===== src/rtl/ckd_pkg.sv =====
package ckd_pkg;
  localparam int CFG_W    = 32;
  localparam int DIV_W    = 6;
  localparam int CORE_LSB = 25;
  localparam int NBYP_BIT = 23;
  localparam int BUS_LSB  = 20;
  localparam int PER_LSB  = 18;
  localparam int PS_LSB   = 16;
  localparam int X1_LSB   = 11;
  localparam int X2_LSB   = 5;
  localparam int IPD_LSB  = 0;
  localparam int X1_W     = 5;
  localparam int X2_W     = 6;
  localparam int IPD_W    = 5;
  localparam int PS_W     = 2;
  localparam int MUL_W    = X1_W + X2_W + 1;
  localparam int RDIV_W   = IPD_W + 1 + (2**PS_W - 1);

  typedef struct packed {
    logic       nbyp;
    logic [2:0] core;
    logic [2:0] bus;
    logic [1:0] per;
  } sel_t;

  function automatic sel_t pick_sel(input logic [CFG_W-1:0] w);
    sel_t s;
    s.nbyp = w[NBYP_BIT];
    s.core = w[CORE_LSB +: 3];
    s.bus  = w[BUS_LSB +: 3];
    s.per  = w[PER_LSB +: 2];
    return s;
  endfunction

  function automatic logic [DIV_W-1:0] core_div(input logic [2:0] c);
    case (c)
      3'd1:    return DIV_W'(2);
      3'd2:    return DIV_W'(4);
      3'd3:    return DIV_W'(8);
      3'd4:    return DIV_W'(16);
      default: return DIV_W'(1);
    endcase
  endfunction

  function automatic logic [DIV_W-1:0] bus_div(input logic [2:0] c);
    case (c)
      3'd0:    return DIV_W'(1);
      3'd1:    return DIV_W'(2);
      3'd2:    return DIV_W'(4);
      3'd3:    return DIV_W'(5);
      3'd4:    return DIV_W'(6);
      3'd5:    return DIV_W'(8);
      3'd6:    return DIV_W'(16);
      default: return DIV_W'(32);
    endcase
  endfunction

  function automatic logic [DIV_W-1:0] per_div(input logic [1:0] c);
    return DIV_W'(1) << c;
  endfunction
endpackage


===== src/rtl/ckd_tickdiv.sv =====
module ckd_tickdiv #(
  parameter int DIV_W = 6
) (
  input  logic             clk,
  input  logic             rst,
  input  logic             adv,
  input  logic [DIV_W-1:0] div,
  output logic             fire
);
  logic [DIV_W-1:0] cnt;

  always_comb fire = adv && (cnt == (div - 1'b1));

  always_ff @(posedge clk) begin
    if (rst)      cnt <= '0;
    else if (adv) cnt <= fire ? '0 : cnt + 1'b1;
  end
endmodule


===== src/rtl/ckd_ratio.sv =====
module ckd_ratio
  import ckd_pkg::*;
(
  input  logic [CFG_W-1:0]  cfg_word,
  output logic [MUL_W-1:0]  ratio_mul,
  output logic [RDIV_W-1:0] ratio_div
);
  logic [MUL_W-1:0]  f1, f2;
  logic [RDIV_W-1:0] dv;

  always_comb begin
    f1        = MUL_W'(cfg_word[X1_LSB +: X1_W]) + 1'b1;
    f2        = MUL_W'(cfg_word[X2_LSB +: X2_W]) + 1'b1;
    dv        = RDIV_W'(cfg_word[IPD_LSB +: IPD_W]) + 1'b1;
    ratio_mul = f1 * f2;
    ratio_div = dv << cfg_word[PS_LSB +: PS_W];
  end
endmodule


===== src/rtl/ckd_core_tree.sv =====
module ckd_core_tree
  import ckd_pkg::*;
(
  input  logic              clk,
  input  logic              rst,
  input  logic [CFG_W-1:0]  cfg_word,
  input  logic              pll_tick,
  input  logic              xtal_tick,
  output logic              core_stb,
  output logic              bus_stb,
  output logic              per_stb,
  output logic [MUL_W-1:0]  ratio_mul,
  output logic [RDIV_W-1:0] ratio_div
);
  sel_t act_sel;
  logic src_tick, core_fire, bus_fire, per_fire, boundary;

  always_comb begin
    src_tick = act_sel.nbyp ? pll_tick : xtal_tick;
    boundary = core_fire && per_fire;
  end

  ckd_tickdiv #(.DIV_W(DIV_W)) u_core (
    .clk(clk), .rst(rst), .adv(src_tick),
    .div(core_div(act_sel.core)), .fire(core_fire));

  ckd_tickdiv #(.DIV_W(DIV_W)) u_bus (
    .clk(clk), .rst(rst), .adv(src_tick),
    .div(bus_div(act_sel.bus)), .fire(bus_fire));

  ckd_tickdiv #(.DIV_W(DIV_W)) u_per (
    .clk(clk), .rst(rst), .adv(bus_fire),
    .div(per_div(act_sel.per)), .fire(per_fire));

  always_ff @(posedge clk) begin
    if (rst || boundary) act_sel <= pick_sel(cfg_word);
  end

  always_ff @(posedge clk) begin
    if (rst) begin
      core_stb <= 1'b0;
      bus_stb  <= 1'b0;
      per_stb  <= 1'b0;
    end else begin
      core_stb <= core_fire;
      bus_stb  <= bus_fire;
      per_stb  <= per_fire;
    end
  end

  ckd_ratio u_ratio (
    .cfg_word(cfg_word), .ratio_mul(ratio_mul), .ratio_div(ratio_div));
endmodule


===== config.mk =====
export PLATFORM = sky130hd
export DESIGN_NAME = ckd_core_tree
export DESIGN_NICKNAME = d
export VERILOG_FILES = /design/src/rtl/ckd_pkg.sv /design/src/rtl/ckd_tickdiv.sv /design/src/rtl/ckd_ratio.sv /design/src/rtl/ckd_core_tree.sv
export SDC_FILE = /design/constraint.sdc
export NUM_CORES = 1
export LEC_CHECK = 0
export ABC_AREA = 1
export BUFFER_PORTS_ARGS = -buffer_cell sky130_fd_sc_hd__buf_2
export CAP_MARGIN = 0
export CORE_MARGIN = 3
export CORE_UTILIZATION = 55
export CTS_CLUSTER_SIZE = 10
export DETAILED_ROUTE_END_ITERATION = 6
export PLACE_DENSITY = 0.79
export SETUP_SLACK_MARGIN = 0.02
export SYNTH_ARGS = -nofsm -noshare
export SYNTH_HDL_FRONTEND = slang
export SYNTH_SLANG_ARGS = --single-unit

===== constraint.sdc =====
create_clock -name clk -period 4.16 [get_ports clk]
set_input_delay 0.208 -clock clk [delete_from_list [all_inputs] [get_ports clk]]
set_output_delay 0.208 -clock clk [all_outputs]
set_load 0.05 [all_outputs]

-- After elaboration in Yosys (flattened, before gate mapping)
Cells that the tools add are included.
- register bits after elaboration: 30
- bits of input ports: 36
- output and inout bits: 24
- logic and storage cells: 47
- add/subtract/negate cells: 9
- $mul: 1
- equality and inequality tests: 13
- shifts and indexed selects: 2
- muxes and demuxes: 6
- reduce and logical (&&, ||, !) cells: 6
- operator list (kind ; number):
    6-bit case mux with 7 select lines ; 1
    5-bit case mux with 4 select lines ; 1
    6-bit by 1-bit adder with 6-bit output, second input constant ; 3
    6-bit == test ; 3
    6-bit 2-to-1 mux ; 3
    5-bit by 1-bit adder with 6-bit output, second input constant ; 2
    3-bit by 2-bit == test with 1-bit output, second input constant ; 4
    3-bit == test, second input constant ; 4
    12-bit by 12-bit multiplier with 12-bit output ; 1
    6-bit by 1-bit subtractor with 6-bit output, second input constant ; 2
    9-bit by 2-bit left shift with 9-bit output ; 1
    6-bit by 1-bit adder with 7-bit output, second input constant ; 1
    3-bit by 1-bit == test with 1-bit output, second input constant ; 2
    1-bit by 2-bit left shift with 6-bit output, first input constant ; 1
    5-bit by 1-bit subtractor with 6-bit output, second input constant ; 1
    1-bit logical AND ; 4
    3-bit logical NOT ; 1
    1-bit logical OR ; 1
    1-bit 2-to-1 mux ; 1

-- Longest topological paths before layout
- depth after elaboration: 8
- mapped depth: 19
- depth with buffers taken out: 19

-- Modules after synthesis
From an unflattened synthesis, not the netlist that was laid out.
- cells, all modules: 617
- area total of the unflattened synthesis: 3912.5 sq um
- modules (own cells, without submodules) (module ; instances ; cells each ; area an instance (sq um)):
    ckd_ratio ; 1 ; 271 ; 1714.1
    ckd_tickdiv ; 3 ; 97 ; 558.0
    ckd_core_tree ; 1 ; 55 ; 524.3

-- Worst setup path before layout
No wires, ideal clock.
- path kind: input to output
- from: input cfg_word[11]
- to: output ratio_mul[10]
- arrival time: 4148 ps
- setup slack: -196 ps
- cell stages on the path: 15
- buffers on the path: 1
- cells stage by stage: buf_2 -> nand4_1 -> nor2_1 -> inv_1 -> or2_2 -> fa_1 -> fa_1 -> fa_1 -> inv_1 -> ha_1 -> a21oi_1 -> nand2_1 -> nand4_1 -> nand3_1 -> xor2_1
- cells in the longest elaborated chain, start to end: 2
- ends and longest elaborated chain (what ; line ; text):
    from (decl) ; ckd_core_tree.sv:6 ; input logic [CFG_W-1:0] cfg_word,
    5-bit by 1-bit adder with 6-bit output ; ckd_ratio.sv:12 ; f1 = MUL_W'(cfg_word[X1_LSB +: X1_W]) + 1'b1;
    12-bit by 12-bit multiplier with 12-bit output ; ckd_ratio.sv:15 ; ratio_mul = f1 * f2;
    to (decl) ; ckd_core_tree.sv:12 ; output logic [MUL_W-1:0] ratio_mul,
No other way between the ends.

-- Worst setup path after layout
- from: input cfg_word[6]
- to: output ratio_mul[11]
- cells in the longest elaborated chain, start to end: 2
- ends and longest elaborated chain (what ; line ; text):
    6-bit by 1-bit adder with 7-bit output ; ckd_ratio.sv:13 ; f2 = MUL_W'(cfg_word[X2_LSB +: X2_W]) + 1'b1;
    12-bit by 12-bit multiplier with 12-bit output ; ckd_ratio.sv:15 ;
No other way between the ends.

==> out/summary.txt <==
Pleak = 2.075 nW
Sequential-to-total area share from yosys stat = 21.92%
FP Rows = 26
Final setup fails = 0
Vias in the first global route = 2962
Post-synthesis cell area = 0.003151 sq mm
Inserted Clock Buffers = 5
Die Y = 81.69 microns
Worst setup path start = cfg_word[6]
DR pass1 iterations = 4
Total track usage = 23.50%
Routed wire length per instance = 12.58 microns
Cells after Synth = 444
RSZ-0062 raised after global routing = true
Routed WL = 7.613 mm
Yosys top cell area share = 13.34%
Global-route wire length before repair = 12.45 mm
Max-Slew Margin vs Limit = 54.53%
PortBufs = 54
Via count = 3067
Number of diodes = 0
Internal = 0.8206 mW
Worst reg2reg endpoint = act_sel[0]
Crit. End Element = primary output
Clock skew = 0.003139 ns
Arr. time, crit path = 3.82 ns
Peak Freq = 248.1 MHz
Top cells by area, synth = dfxtp_1 (13%), nand2_1 (13%), fa_1 (13%)
H-tree levels = 2
Net count, final = 616
Core ar. = 0.005335 sq mm
Final HPWL DP = 6.000 mm
Drt drc = 0
Area Overhead vs Synth = 29.03%
Slew Viols, Final = 0
Hold WC Path Type = in -> reg
Worst-path clk slew = 0.06 ns
Clock share of power = 15.0%
Post-CTS Hold Buffers = 0
Ports = 60
Pwr Density = 396.6 mW/mm^2
Final Hold Fails = 0
First DRT Iteration DRCs = 133
DR vias/cell = 5.069
Max Cap Viol = 0
Max IR drop VDD = 356.1 uV
RR Startpoint = act_sel[8]
Combinational power share = 64.8%
Pre-CTS setup slack = -0.09419 ns
Synth Net Count = 526
Initial antenna violation count = 0
Total Die Area = 0.006672 sq mm
CTS tree = yes
Sw frac = 49.11%
Post-route ant nets = 0
CP Class = in -> out
Gr ovfl total = 0
Post-synthesis register bit count = 30
Area leader, netlist = dfxtp_1
Synthesis warning total = 0
Reg power frac = 20.1%
Setup ws final = 0.1296 ns
Switch Pwr = 0.7918 mW
Critical path peak fanout = 3
R2R depth = 6
Gpl congestion = 0.9104
R2r setup slk = 1.76 ns
Clock root cell = clkbuf_8
Worst skew pair latency = 0.28 ns
Die Wd = 81.69 microns
Mapped Avg Cell Area = 7.096 sq um
Layout cell share with drive strength beyond 1 = 26.54%
Initial core utilization = 59.05%
Clock buffer depth = 2
Tmin final = 4.030 ns
Worst setup SP type = primary input
Outcome = completed
Largest net degree at the start of global routing = 12
Crit path required time = 3.95 ns
TritonCTS Sinks = 30
Worst Setup EP = ratio_mul[11]
Period utilization = 96.88%
Worst-Margin Slew = 0.6749 ns
Filler cells = 400
Netlist cell types = 32
WHS = 0.09791 ns
==> cells in the final DEF, fill, tap and decap left out, types with 2 or more instances in the layout <==
cell | Yosys | final
o21ai_1 | 1 | 2
xnor2_1 | 5 | 5
nand4_1 | 12 | 12
nand2_2 | 5 | 9
xor2_2 | 0 | 6
buf_6 | 1 | 2
a21oi_1 | 13 | 10
dfxtp_1 | 21 | 21
nand3_1 | 36 | 35
xor2_1 | 20 | 13
inv_1 | 74 | 72
a31o_2 | 2 | 2
nor3_1 | 8 | 8
a21oi_2 | 0 | 2
nor2_1 | 51 | 46
buf_4 | 0 | 36
o21ai_0 | 11 | 9
nor2_2 | 0 | 3
or2_2 | 3 | 3
buf_2 | 2 | 50
fa_1 | 20 | 20
nand2_1 | 111 | 107
inv_2 | 1 | 3
clkbuf_8 | 0 | 6
ha_1 | 26 | 20
nor2_4 | 1 | 3
ha_4 | 0 | 6
edfxtp_1 | 9 | 9
==> area by class of cell <==
cell class                 count  area (sq um)  area share, %
sequential                    30         690.7          16.99
tap                           70         87.58          2.155
clock buffer                   7         86.33          2.124
multi-input combinational    333          2356          57.96
inverter                      75         281.5          6.925
clock inverter                 1         5.005         0.1231
timing repair buffer          89         558.0          13.73
==> per-stage QoR <==
stage | util [%] | area [sq um] | power [mW] | setup TNS (ns) | instances
after global routing | 76.20 | 4065 | 1.713 | -0.03867 | 605
final | 76.20 | 4065 | 1.612 | 0 | 605
after detailed placement | 70.05 | 3737 | 1.246 | -0.1422 | 593
after floorplan | - | 3181 | 0.9916 | -0.04905 | 444
after global placement | 70.05 | 3737 | 1.224 | -0.05783 | 593
after CTS | 72.33 | 3859 | 1.510 | 0 | 601
==> repair_timing <==
item / in CTS / in global routing
gates resized for setup: 9 / 34
setup buffers: 0 / 4
pin swaps: 1 / 21
endpoints found under the setup margin: 4 / 6
cloned: 0 / 0
==> worst min path at each step <==
stage / endpoint / depth (start not counted) / slack (ns) / startpoint
after global routing: act_sel[8] / 1 / 0.09 / cfg_word[23]
after global placement: act_sel[6] / 1 / 0.38 / cfg_word[26]
final: act_sel[6] / 1 / 0.1 / cfg_word[26]
after floorplan: act_sel[0] / 0 / 0.31 / cfg_word[18]
after CTS: act_sel[0] / 1 / 0.09 / cfg_word[18]
after detailed placement: act_sel[0] / 1 / 0.39 / cfg_word[18]
==> kinds of logic (layout without fill, tap and decap cells) <==
family	Yosys count	after routing	share of synthesized area [%]
flops	30	30	21.92
fa+ha+maj	46	46	23.03
simple gates	230	230	32.05
xor+xnor	25	25	6.950
compound gates	32	32	6.037
buf+inv	81	172	10.01
==> registers in the layout, summed over array words and instances (netlist names) <==
name	flops
act_sel	9
u_bus.cnt	6
u_per.cnt	6
bus_stb	1
u_core.cnt	6
core_stb	1
per_stb	1
==> power by group through the flow <==
stage,combinational [mW],clock [mW],sequential [mW]
3_5_place_dp,0.915,0,0.331
2_1_floorplan,0.661,0,0.330
5_1_grt,1.13,0.259,0.326
3_3_place_gp,0.894,0,0.330
6_report,1.05,0.243,0.325
4_1_cts,0.941,0.245,0.324
==> critical path: stages <==
cell	delay [ns]
buf_2	0.12
nand4_1	0.14
nor2_2	0.18
xor2_2	0.16
buf_4	0.13
nor2_1	0.05
fa_1	0.56
inv_1	0.06
fa_1	0.49
fa_1	0.49
inv_1	0.07
ha_4	0.28
nand2_1	0.07
o21ai_2	0.18
a31oi_2	0.11
buf_4	0.15
inv_1	0.04
nand2_1	0.06
nand2_2	0.10
buf_8	0.15
==> Yosys cell counts, drive strengths merged <==
cell / n
nand4: 12
nand2: 116
edfxtp: 9
ha: 26
fa: 20
buf: 3
a31oi: 1
o2111ai: 1
o21ai: 13
clkbuf: 3
o221ai: 1
or2: 3
nor2: 53
nor3: 8
xor2: 20
nand3: 37
nand3b: 1
xnor2: 5
a21oi: 13
a31o: 2
dfxtp: 21
o31ai: 1
inv: 75
==> layer usage <==
layer	vias up	GRT usage, %	part of all wire (%)
met1	1376	30.40	44
met3	16	3.509	4.8
li1	1585	-	-
met4	0	6.146	1.7
met2	90	41.04	49
met5	-	0	0
No activity file was read; power rests on OpenSTA's default activity.
